===== src/rtl/pcie_irq_aggregator.sv =====
module pcie_irq_aggregator #(
  parameter int          ADDR_W        = 8,
  parameter int          DATA_W        = 32,
  parameter int          NUM_INTX      = 4,
  parameter int          MSI_VECS      = 32,
  parameter int          INTX_SET_LSB  = 16,
  parameter int          INTX_CLR_LSB  = 20,
  parameter int          MSI_PEND_BIT  = 24,
  parameter int          AUX_PM_BIT    = 4,
  parameter int          AUX_FLUSH_BIT = 5,
  parameter int          HOST_CORE_BIT = 16,
  parameter logic [31:0] L1_VALID      = 32'h07FF_FFFF,
  parameter logic [31:0] HOST_VALID    = 32'h00FF_F0FB,
  parameter logic [7:0]  OFF_L1_ST     = 8'h00,
  parameter logic [7:0]  OFF_L1_MSK    = 8'h04,
  parameter logic [7:0]  OFF_AUX_ST    = 8'h08,
  parameter logic [7:0]  OFF_AUX_MSK   = 8'h0C,
  parameter logic [7:0]  OFF_TGT_LO    = 8'h10,
  parameter logic [7:0]  OFF_TGT_HI    = 8'h14,
  parameter logic [7:0]  OFF_MSI_ST    = 8'h18,
  parameter logic [7:0]  OFF_MSI_MSK   = 8'h1C,
  parameter logic [7:0]  OFF_PAYLOAD   = 8'h20,
  parameter logic [7:0]  OFF_HOST_ST   = 8'h24,
  parameter logic [7:0]  OFF_HOST_MSK  = 8'h28
) (
  input  logic                  clk,
  input  logic                  rst_n,
  input  logic                  reg_we,
  input  logic [ADDR_W-1:0]     reg_addr,
  input  logic [DATA_W-1:0]     reg_wdata,
  output logic [DATA_W-1:0]     reg_rdata,
  input  logic [NUM_INTX-1:0]   intx_assert,
  input  logic [NUM_INTX-1:0]   intx_deassert,
  input  logic                  pm_change_evt,
  input  logic                  flush_evt,
  input  logic                  msi_wr_vld,
  input  logic [2*DATA_W-1:0]   msi_wr_addr,
  input  logic [DATA_W-1:0]     msi_wr_data,
  output logic                  cpu_irq
);

  localparam int          VEC_W     = $clog2(MSI_VECS);
  localparam logic [DATA_W-1:0] L1_V   = DATA_W'(L1_VALID);
  localparam logic [DATA_W-1:0] HOST_V = DATA_W'(HOST_VALID);
  localparam logic [DATA_W-1:0] AUX_V  = (DATA_W'(1) << AUX_PM_BIT) | (DATA_W'(1) << AUX_FLUSH_BIT);

  logic [DATA_W-1:0]   l1_st, l1_msk, aux_st, aux_msk, host_st, host_msk;
  logic [DATA_W-1:0]   tgt_lo, tgt_hi, payload;
  logic [MSI_VECS-1:0] msi_st, msi_msk;
  logic [DATA_W-1:0]   l1_set, aux_set, host_set;
  logic [MSI_VECS-1:0] msi_set;
  logic                msi_hit;

  function automatic logic [DATA_W-1:0] w1c_next(input logic [DATA_W-1:0] cur, clr, set, valid);
    return ((cur & ~clr) | set) & valid;
  endfunction

  function automatic logic [DATA_W-1:0] clr_of(input logic we, input logic [ADDR_W-1:0] a,
                                               input logic [ADDR_W-1:0] off, input logic [DATA_W-1:0] d);
    return (we && a == off) ? d : '0;
  endfunction

  assign msi_hit = msi_wr_vld && (msi_wr_addr == {tgt_hi, tgt_lo});
  assign msi_set = msi_hit ? (MSI_VECS'(1) << msi_wr_data[VEC_W-1:0]) : '0;

  always_comb begin
    l1_set = '0;
    for (int n = 0; n < NUM_INTX; n++) begin
      l1_set[INTX_SET_LSB+n] = intx_assert[n];
      l1_set[INTX_CLR_LSB+n] = intx_deassert[n];
    end
    l1_set[MSI_PEND_BIT] = msi_hit;
  end

  always_comb begin
    aux_set = '0;
    aux_set[AUX_PM_BIT]    = pm_change_evt;
    aux_set[AUX_FLUSH_BIT] = flush_evt;
  end

  always_comb begin
    host_set = '0;
    host_set[HOST_CORE_BIT] = |(l1_st & ~l1_msk);
  end

  always_ff @(posedge clk) begin
    if (!rst_n) begin
      l1_st    <= '0;
      aux_st   <= '0;
      host_st  <= '0;
      msi_st   <= '0;
      l1_msk   <= L1_V;
      aux_msk  <= AUX_V;
      host_msk <= HOST_V;
      msi_msk  <= '1;
      tgt_lo   <= '0;
      tgt_hi   <= '0;
      payload  <= '0;
    end else begin
      l1_st   <= w1c_next(l1_st,   clr_of(reg_we, reg_addr, ADDR_W'(OFF_L1_ST),   reg_wdata), l1_set,   L1_V);
      aux_st  <= w1c_next(aux_st,  clr_of(reg_we, reg_addr, ADDR_W'(OFF_AUX_ST),  reg_wdata), aux_set,  AUX_V);
      host_st <= w1c_next(host_st, clr_of(reg_we, reg_addr, ADDR_W'(OFF_HOST_ST), reg_wdata), host_set, HOST_V);
      msi_st  <= (msi_st & ~MSI_VECS'(clr_of(reg_we, reg_addr, ADDR_W'(OFF_MSI_ST), reg_wdata))) | msi_set;
      if (msi_hit) payload <= msi_wr_data;
      if (reg_we) begin
        case (reg_addr)
          ADDR_W'(OFF_L1_MSK):   l1_msk   <= reg_wdata & L1_V;
          ADDR_W'(OFF_AUX_MSK):  aux_msk  <= reg_wdata & AUX_V;
          ADDR_W'(OFF_HOST_MSK): host_msk <= reg_wdata & HOST_V;
          ADDR_W'(OFF_MSI_MSK):  msi_msk  <= MSI_VECS'(reg_wdata);
          ADDR_W'(OFF_TGT_LO):   tgt_lo   <= reg_wdata;
          ADDR_W'(OFF_TGT_HI):   tgt_hi   <= reg_wdata;
          default: ;
        endcase
      end
    end
  end

  always_comb begin
    case (reg_addr)
      ADDR_W'(OFF_L1_ST):    reg_rdata = l1_st;
      ADDR_W'(OFF_L1_MSK):   reg_rdata = l1_msk;
      ADDR_W'(OFF_AUX_ST):   reg_rdata = aux_st;
      ADDR_W'(OFF_AUX_MSK):  reg_rdata = aux_msk;
      ADDR_W'(OFF_TGT_LO):   reg_rdata = tgt_lo;
      ADDR_W'(OFF_TGT_HI):   reg_rdata = tgt_hi;
      ADDR_W'(OFF_MSI_ST):   reg_rdata = DATA_W'(msi_st);
      ADDR_W'(OFF_MSI_MSK):  reg_rdata = DATA_W'(msi_msk);
      ADDR_W'(OFF_PAYLOAD):  reg_rdata = payload;
      ADDR_W'(OFF_HOST_ST):  reg_rdata = host_st;
      ADDR_W'(OFF_HOST_MSK): reg_rdata = host_msk;
      default:               reg_rdata = '0;
    endcase
  end

  assign cpu_irq = |(host_st & ~host_msk);

  // Assertions
  for (genvar n = 0; n < NUM_INTX; n++) begin : g_intx_chk
    assert_intx_set_R2: assert property (@(posedge clk) disable iff (!rst_n)
      intx_assert[n] |=> l1_st[INTX_SET_LSB+n]);
    assert_intx_clr_R2: assert property (@(posedge clk) disable iff (!rst_n)
      intx_deassert[n] |=> l1_st[INTX_CLR_LSB+n]);
  end

  assert_msi_capture_R3: assert property (@(posedge clk) disable iff (!rst_n)
    msi_hit |=> l1_st[MSI_PEND_BIT] && payload == $past(msi_wr_data));

  assert_aux_pm_R4: assert property (@(posedge clk) disable iff (!rst_n)
    pm_change_evt |=> aux_st[AUX_PM_BIT]);

  assert_l1_hold_R5: assert property (@(posedge clk) disable iff (!rst_n)
    (!reg_we && intx_assert == '0 && intx_deassert == '0 && !msi_wr_vld) |=> $stable(l1_st));

  assert_rollup_R7: assert property (@(posedge clk) disable iff (!rst_n)
    (|(l1_st & ~l1_msk)) |=> host_st[HOST_CORE_BIT]);

  assert_irq_source_R8: assert property (@(posedge clk) disable iff (!rst_n)
    cpu_irq |-> host_st[HOST_CORE_BIT] && !host_msk[HOST_CORE_BIT]);

endmodule


===== config.mk =====
export PLATFORM = sky130hd
export DESIGN_NAME = pcie_irq_aggregator
export DESIGN_NICKNAME = d
export VERILOG_FILES = /design/src/rtl/pcie_irq_aggregator.sv
export SDC_FILE = /design/constraint.sdc
export NUM_CORES = 1
export LEC_CHECK = 0
export ABC_AREA = 0
export BUFFER_PORTS_ARGS = -buffer_cell sky130_fd_sc_hd__buf_2
export CAP_MARGIN = 0
export CORE_ASPECT_RATIO = 1.75
export CORE_MARGIN = 8
export CORE_UTILIZATION = 57
export CTS_BUF_LIST = sky130_fd_sc_hd__clkbuf_16
export DETAILED_ROUTE_END_ITERATION = 8
export GPL_TIMING_DRIVEN = 0
export PLACE_DENSITY = 0.77
export SLEW_MARGIN = 15
export SYNTH_ARGS = -nofsm -noshare
export SYNTH_HDL_FRONTEND = slang
export SYNTH_SLANG_ARGS = --single-unit

===== constraint.sdc =====
create_clock -name clk -period 2.15 [get_ports clk]
set_input_delay 0.215 -clock clk [delete_from_list [all_inputs] [get_ports clk]]
set_output_delay 0.215 -clock clk [all_outputs]
set_load 0.005 [all_outputs]

==> impl_results.md, run 1 <==
- Synth Area in XOR/XNOR: 0.0389
- H-Tree Depth: 1
- ANT cells: 0
- Pre-Repair DR Iteration Count: 9
- Power Dens Cells: 644 mW/mm²
- Slew @ Worst Pin: 1070 ps
- Full die area: 0.0260 mm²
- Main synth FF type: dfxtp_1
- Synth Area per Inst: 7.83 µm²
- Layout net count: 1934
- WL per Instance: 30.4 µm
- Setup ws final: -87.6 ps
- WP data required: 2620 ps
- Area grow syn2layout: 27.5%
- Flip-flop and latch area: 0.00518 mm²
- Area of the multi-input gates: 0.00626 mm²
- Layout cells sized above 1: 0.221
- Final wirelength: 62400 µm
- Post-Place Cell Area: 0.0131 mm²
- Die X: 125 µm
- Synth Area in Adders: 0
- Placed cells: 1936
- Final Setup Violations: 29
- Sequential-to-total area share from yosys stat: 0.429
- WS Path Type: reg2reg
- Total CTS buffers: 24
- # fillers: 1616
- Worst skew pair latency: 530 ps
- Drt drc: 0
- Worst relative slew slack: 0.282
- RePlAce Congestion: 1.10
- Largest cells by area after synthesis: dfxtp_1, nand2_1, a21oi_1
- Clock transition at the registers of the reported paths: 70 ps
- Combinational fraction of design power: 0.082
- Startpoint Class: register
- Vias per inst: 6.79
- Via count: 13.9k
- Final ANT Viol Nets: 0
- Cell Rows: 70
- Leak Pwr: 6.16 nW
- Distinct cells, synth: 50
- Synth warn: 0
- Global-route usage over all layers: 0.459
- Synth Area in Compound Gates: 0.229
- Register share of total power: 0.487
- Yosys reg bits: 256
- Post-Synth Simple-Gate Area: 0.224
- Core ar.: 0.0208 mm²
- Fmax: 447 MHz
- Final instance count without filler cells: 2051
- Vias in the first global route: 13.7k
- Worst hold-check path type: in2reg
- CTS tree: done
- Root buffer cell: clkbuf_16
- Post-synth EDFFs: 0
- Syn Nets: 1674
- FF-to-FF Start: tgt_lo[12]
- Mux cell area share after synthesis: 0.00283
- Clock Tree Buf Depth: 3
- Critical path endpoint category: register
- Status: complete, but fails checks
- Post-synth top area share: 0.429
- Finished Cell Area: 0.0152 mm²
- Final Util: 0.733
- Hold Fails Final Rpt: 0
- I/O pin total: 183
- Initial drt markers: 2013
- Max Cap Viol: 0
- Post-Syn Area: 0.0119 mm²
- Starting density of the core: 0.575
- Post-DP HPWL: 45000 µm
- Sw Pwr: 2.43 mW
- Largest net degree at the start of global routing: 15
- Worst vdd ir: 0.942 mV
- Worst-path fanout max: 5
- First-pass GRT wire length: 88000 µm
- Largest family of logic cells by synthesized area: compound AO/OA/AOI/OAI gates
- Switching Fraction: 0.248
- Final worst path period share: 1.04
- Critical path startpoint: tgt_lo[12]
- Crit path DAT: 2710 ps
- Internal: 7.38 mW
- Yosys top cell by area: dfxtp_1
- Reg2reg end: msi_st[30]
- Pre-CTS setup slack: -972 ps
- Max Slew Vio Count: 0
- Initial antenna violation count: 1
- Reg2reg setup slack: -90 ps
- Hold Slack: 7.08 ps
- Chip Height: 207 µm
- Setup crit end: msi_st[30]
- RSZ-0062 raised after global routing: true
- Failing checks: setup timing
- Overflow left after global routing: 0
- Min Tclk post-route: 2240 ps
- Post-synth ARST share: 0
- Post-Synthesis Cells: 1524
- Total clock sinks: 256
- R2R cell count: 9
- Clock Skew: 16.1 ps
- Clock power share: 0.431
- I/O Buffers: 160
## power by group through the flow
| stage | sequential [mW] | clock (mW) | combinational, mW |
|---|---|---|---|
| detailed placement | 4.89 | 0 | 0.636 |
| CTS | 4.78 | 4.17 | 0.748 |
| floorplan | 4.88 | 0 | 0.279 |
| global route | 4.77 | 4.35 | 0.812 |
| global placement | 4.89 | 0 | 0.631 |
| finish | 4.78 | 4.23 | 0.804 |
## worst max-delay path: stages (launching register included)
cell       delay [ps]
dfxtp_4           360
xnor2_4           230
o221ai_2          130
nor4_2            310
buf_4             190
and4_4            260
and3_4            280
buf_12            140
clkbuf_16         140
a31o_1            120
## routing by layer
metal	vias up	global-route usage	wire (µm)
li1	5901	-	-
met2	1175	0.754	28300
met4	0	0.453	7520
met5	-	0	0
met1	6440	0.460	19300
met3	416	0.119	7200
## synth_stat cells, drive strengths merged (10+ instances only)
master,instances
nand2b,10
clkbuf,76
xnor2,51
a21oi,157
inv,55
dfxtp,256
buf,71
nor2,24
a222oi,22
a22o,14
o22ai,15
and2,12
o21ai,38
a221oi,17
a31o,30
a22oi,55
nand2,364
o211ai,15
and3,10
a211oi,23
nand3,105
nand4,51
## how the worst min path moves through the flow
stage               depth (start not counted)  slack, ps        startpoint        end
detailed placement                          3        430  intx_deassert[1]  l1_st[21]
floorplan                                   1        300      reg_wdata[9]   l1_st[9]
global placement                            3        420    intx_assert[2]  l1_st[18]
CTS                                         2          3      reg_wdata[2]   l1_st[2]
global route                                2          8      reg_wdata[2]   l1_st[2]
finish                                      2          7     reg_wdata[10]  l1_st[10]
## cell families (layout without fill, tap and decap cells)
group,Yosys count,in the layout
AOI/OAI and AO/OA,409,409
DFF,256,256
and+or+nand+nor,601,601
buffers and inverters,202,477
xor gates and xnor gates,53,53
muxes,3,3
## registers in the layout (all words and copies together), names as in the netlist
name,cells
tgt_lo,32
l1_msk,27
host_st,19
payload,32
aux_st,2
l1_st,27
aux_msk,2
msi_msk,32
tgt_hi,32
msi_st,32
host_msk,19
## final cells by class
class	instances	area share
Multi-Input combinational cell	1066	0.411
Sequential cell	256	0.340
Timing Repair Buffer	241	0.107
Buffer	140	0.0590
Clock buffer	25	0.0411
Tap cell	252	0.0207
Inverter	55	0.0136
Clock inverter	16	0.00781
## placed cells by master (no fill, tap or decap), drive strengths merged, types with 38 or more instances in the layout
master	netlist	layout
clkbuf	76	91
a22oi	55	55
inv	55	58
buf	71	266
nand2	364	364
dlygate4sd3	0	49
dfxtp	256	256
xnor2	51	51
a21oi	157	157
nand4	51	51
nand3	105	105
o21ai	38	38
## per-stage QoR
stage | setup TNS [ps] | power [mW]
3_3_place_gp | -107740 | 5.52
4_1_cts | -164 | 9.69
2_1_floorplan | 0 | 5.15
6_report | -1240 | 9.81
3_5_place_dp | -106210 | 5.53
5_1_grt | -1470 | 9.94
## what timing repair did
item | in CTS | in global routing
setup endpoints to repair | 108 | 90
buffers inserted | 20 | 10
cloned | 1 | 3
gates resized for setup | 144 | 110
endpoints found under the hold margin | 65 | 0
pin swaps | 23 | 31
hold buffers | 49 | 0
No activity file was read; power rests on OpenSTA's default activity.
==> run 2: changes to the inputs <==
- CORE_ASPECT_RATIO: 1.75 -> 1.2
==> impl_results.md, run 2 (same netlist as run 1, synthesis figures left out) <==
- CP peak stage delay: 440 ps
- Global-route usage over all layers: 0.448
- Status: complete, but fails checks
- Setup TNS: -5290 ps
- WL per Instance: 28.9 µm
- Vias per inst: 6.83
- Vias in the first global route: 13.7k
- Final ANT Viol Nets: 0
- Placed cells: 1954
- Worst relative slew slack: 0.329
- Buf+Inv Stages, Crit Path: 3
- Largest net degree at the start of global routing: 14
- Hold Fails Final Rpt: 0
- Combinational fraction of design power: 0.081
- Worst vdd ir: 0.699 mV
- Critical path endpoint category: register
- Internal: 7.57 mW
- R2R cell count: 8
- Post-DP HPWL: 43000 µm
- Reg2reg setup slack: -130 ps
- Most frequent cells in the layout: nand2_1, dfxtp_1, buf_2, a21oi_1, nand3_1
- Worst-path cell chain: xnor2_1 -> nand4_1 -> nor3_4 -> buf_4 -> and3_4 -> buf_12 -> buf_8 -> a31o_1
- Area grow syn2layout: 29.6%
- Layout cells sized above 1: 0.217
- Final instance count without filler cells: 2082
- Max Cap Viol: 0
- CTS tree: done
- Starting density of the core: 0.575
- Full die area: 0.0258 mm²
- Power Dens Cells: 656 mW/mm²
- H-Tree Depth: 1
- Drt drc: 0
- Family with the most delay on the worst path: simple AND/OR/NAND/NOR gates
- Clock Skew: 12.8 ps
- Core ar.: 0.0208 mm²
- Via count: 14.2k
- Failing checks: setup timing
- RePlAce Congestion: 1.02
- Setup ws final: -134 ps
- Crit path DAT: 2770 ps
- Fmax: 438 MHz
- Pre-Repair DR Iteration Count: 8
- Worst hold-check path type: in2reg
- Sw Pwr: 2.57 mW
- Total CTS buffers: 27
- Worst-path fanout max: 7
- Clock transition at the registers of the reported paths: 60 ps
- Chip Height: 175 µm
- Layout net count: 1943
- Switching Fraction: 0.254
- I/O pin total: 183
- # fillers: 1550
- FF-to-FF Start: tgt_lo[13]
- Setup crit end: msi_st[15]
- Overflow left after global routing: 0
- Reg2reg end: msi_st[15]
- Slew @ Worst Pin: 1010 ps
- Final Util: 0.745
- RSZ-0062 raised after global routing: true
- Register share of total power: 0.471
- Initial drt markers: 2472
- Worst skew pair latency: 560 ps
- Final wirelength: 60200 µm
- Min Tclk post-route: 2280 ps
- Clock Tree Buf Depth: 3
- Total clock sinks: 256
- Startpoint Class: register
- Slowest CP cell: xnor2_1
- WP data required: 2630 ps
- Leak Pwr: 6.24 nW
- Final worst path period share: 1.06
- Max Slew Vio Count: 0
- First-pass GRT wire length: 86500 µm
- Tot Pwr: 10.1 mW
- Critical path startpoint: tgt_lo[13]
- Die X: 148 µm
- WS Path Type: reg2reg
- I/O Buffers: 160
- Worst path depth: 8
- Clock power share: 0.448
- Cell Rows: 58
- Initial antenna violation count: 3
- Root buffer cell: clkbuf_16
- Most frequent standard cell in the layout excluding fill and tap cells: nand2_1
- Final Setup Violations: 74
==> run 2: how the worst min path moves through the flow <==
| stage | start | end | slack (ps) | cells past startpoint |
|---|---|---|---|---|
| after floorplan | reg_wdata[9] | l1_st[9] | 300 | 1 |
| after global placement | intx_assert[3] | l1_st[19] | 420 | 3 |
| after detailed placement | intx_assert[2] | l1_st[18] | 430 | 3 |
| after CTS | msi_wr_data[3] | payload[3] | 7 | 3 |
| after global routing | msi_wr_data[3] | payload[3] | 4 | 3 |
| final | msi_wr_data[3] | payload[3] | 2 | 3 |
==> run 2: power groups by stage <==
stage / logic (mW) / clock network (mW) / registers, mW
after detailed placement: 0.632 / 0 / 4.89
after global placement: 0.629 / 0 / 4.89
after CTS: 0.756 / 4.46 / 4.78
final: 0.823 / 4.54 / 4.77
after floorplan: 0.279 / 0 / 4.88
after global routing: 0.839 / 4.68 / 4.77
==> run 2: per-layer routing <==
| layer | global-route usage | up-vias | routed length, µm |
|---|---|---|---|
| li1 | - | 5938 | - |
| met1 | 0.534 | 6537 | 20400 |
| met2 | 0.667 | 1337 | 25300 |
| met3 | 0.142 | 395 | 8870 |
| met4 | 0.329 | 4 | 5610 |
| met5 | 0 | - | 26 |
==> run 2: repair_timing <==
item / 4_1_cts / 5_1_grt
gates resized for setup: 132 / 99
endpoints found under the hold margin: 95 / 0
hold buffers: 62 / 0
buffers inserted: 15 / 4
pin swaps: 70 / 27
cloned: 4 / 3
endpoints found under the setup margin: 105 / 92
==> run 2: final cells by class <==
| class | count | area, µm² | area share |
|---|---|---|---|
| clock buffer | 27 | 676 | 0.0437 |
| tap | 270 | 338 | 0.0218 |
| inverter | 55 | 206 | 0.0133 |
| clock inverter | 18 | 136 | 0.00882 |
| buffer | 141 | 883 | 0.0571 |
| multi-input combinational | 1066 | 6330 | 0.409 |
| antenna | 3 | 7.51 | 0.000485 |
| sequential | 256 | 5170 | 0.334 |
| timing repair buffer | 246 | 1720 | 0.111 |
==> run 2: stage by stage <==
step	cell area (µm²)	hold WS [ps]	setup slack, ps
final	15500	2.46	-134
after global routing	15500	4.15	-139
after CTS	15200	6.61	-126
after detailed placement	13100	430	-929
after global placement	13100	418	-931
after floorplan	11900	302	276
==> run 2: worst register-to-register path, stage by stage (launching register included) <==
cell,delay (ps)
dfxtp_1,380
xnor2_1,440
nand4_1,300
nor3_4,250
buf_4,210
and3_4,210
buf_12,140
buf_8,130
a31o_1,160
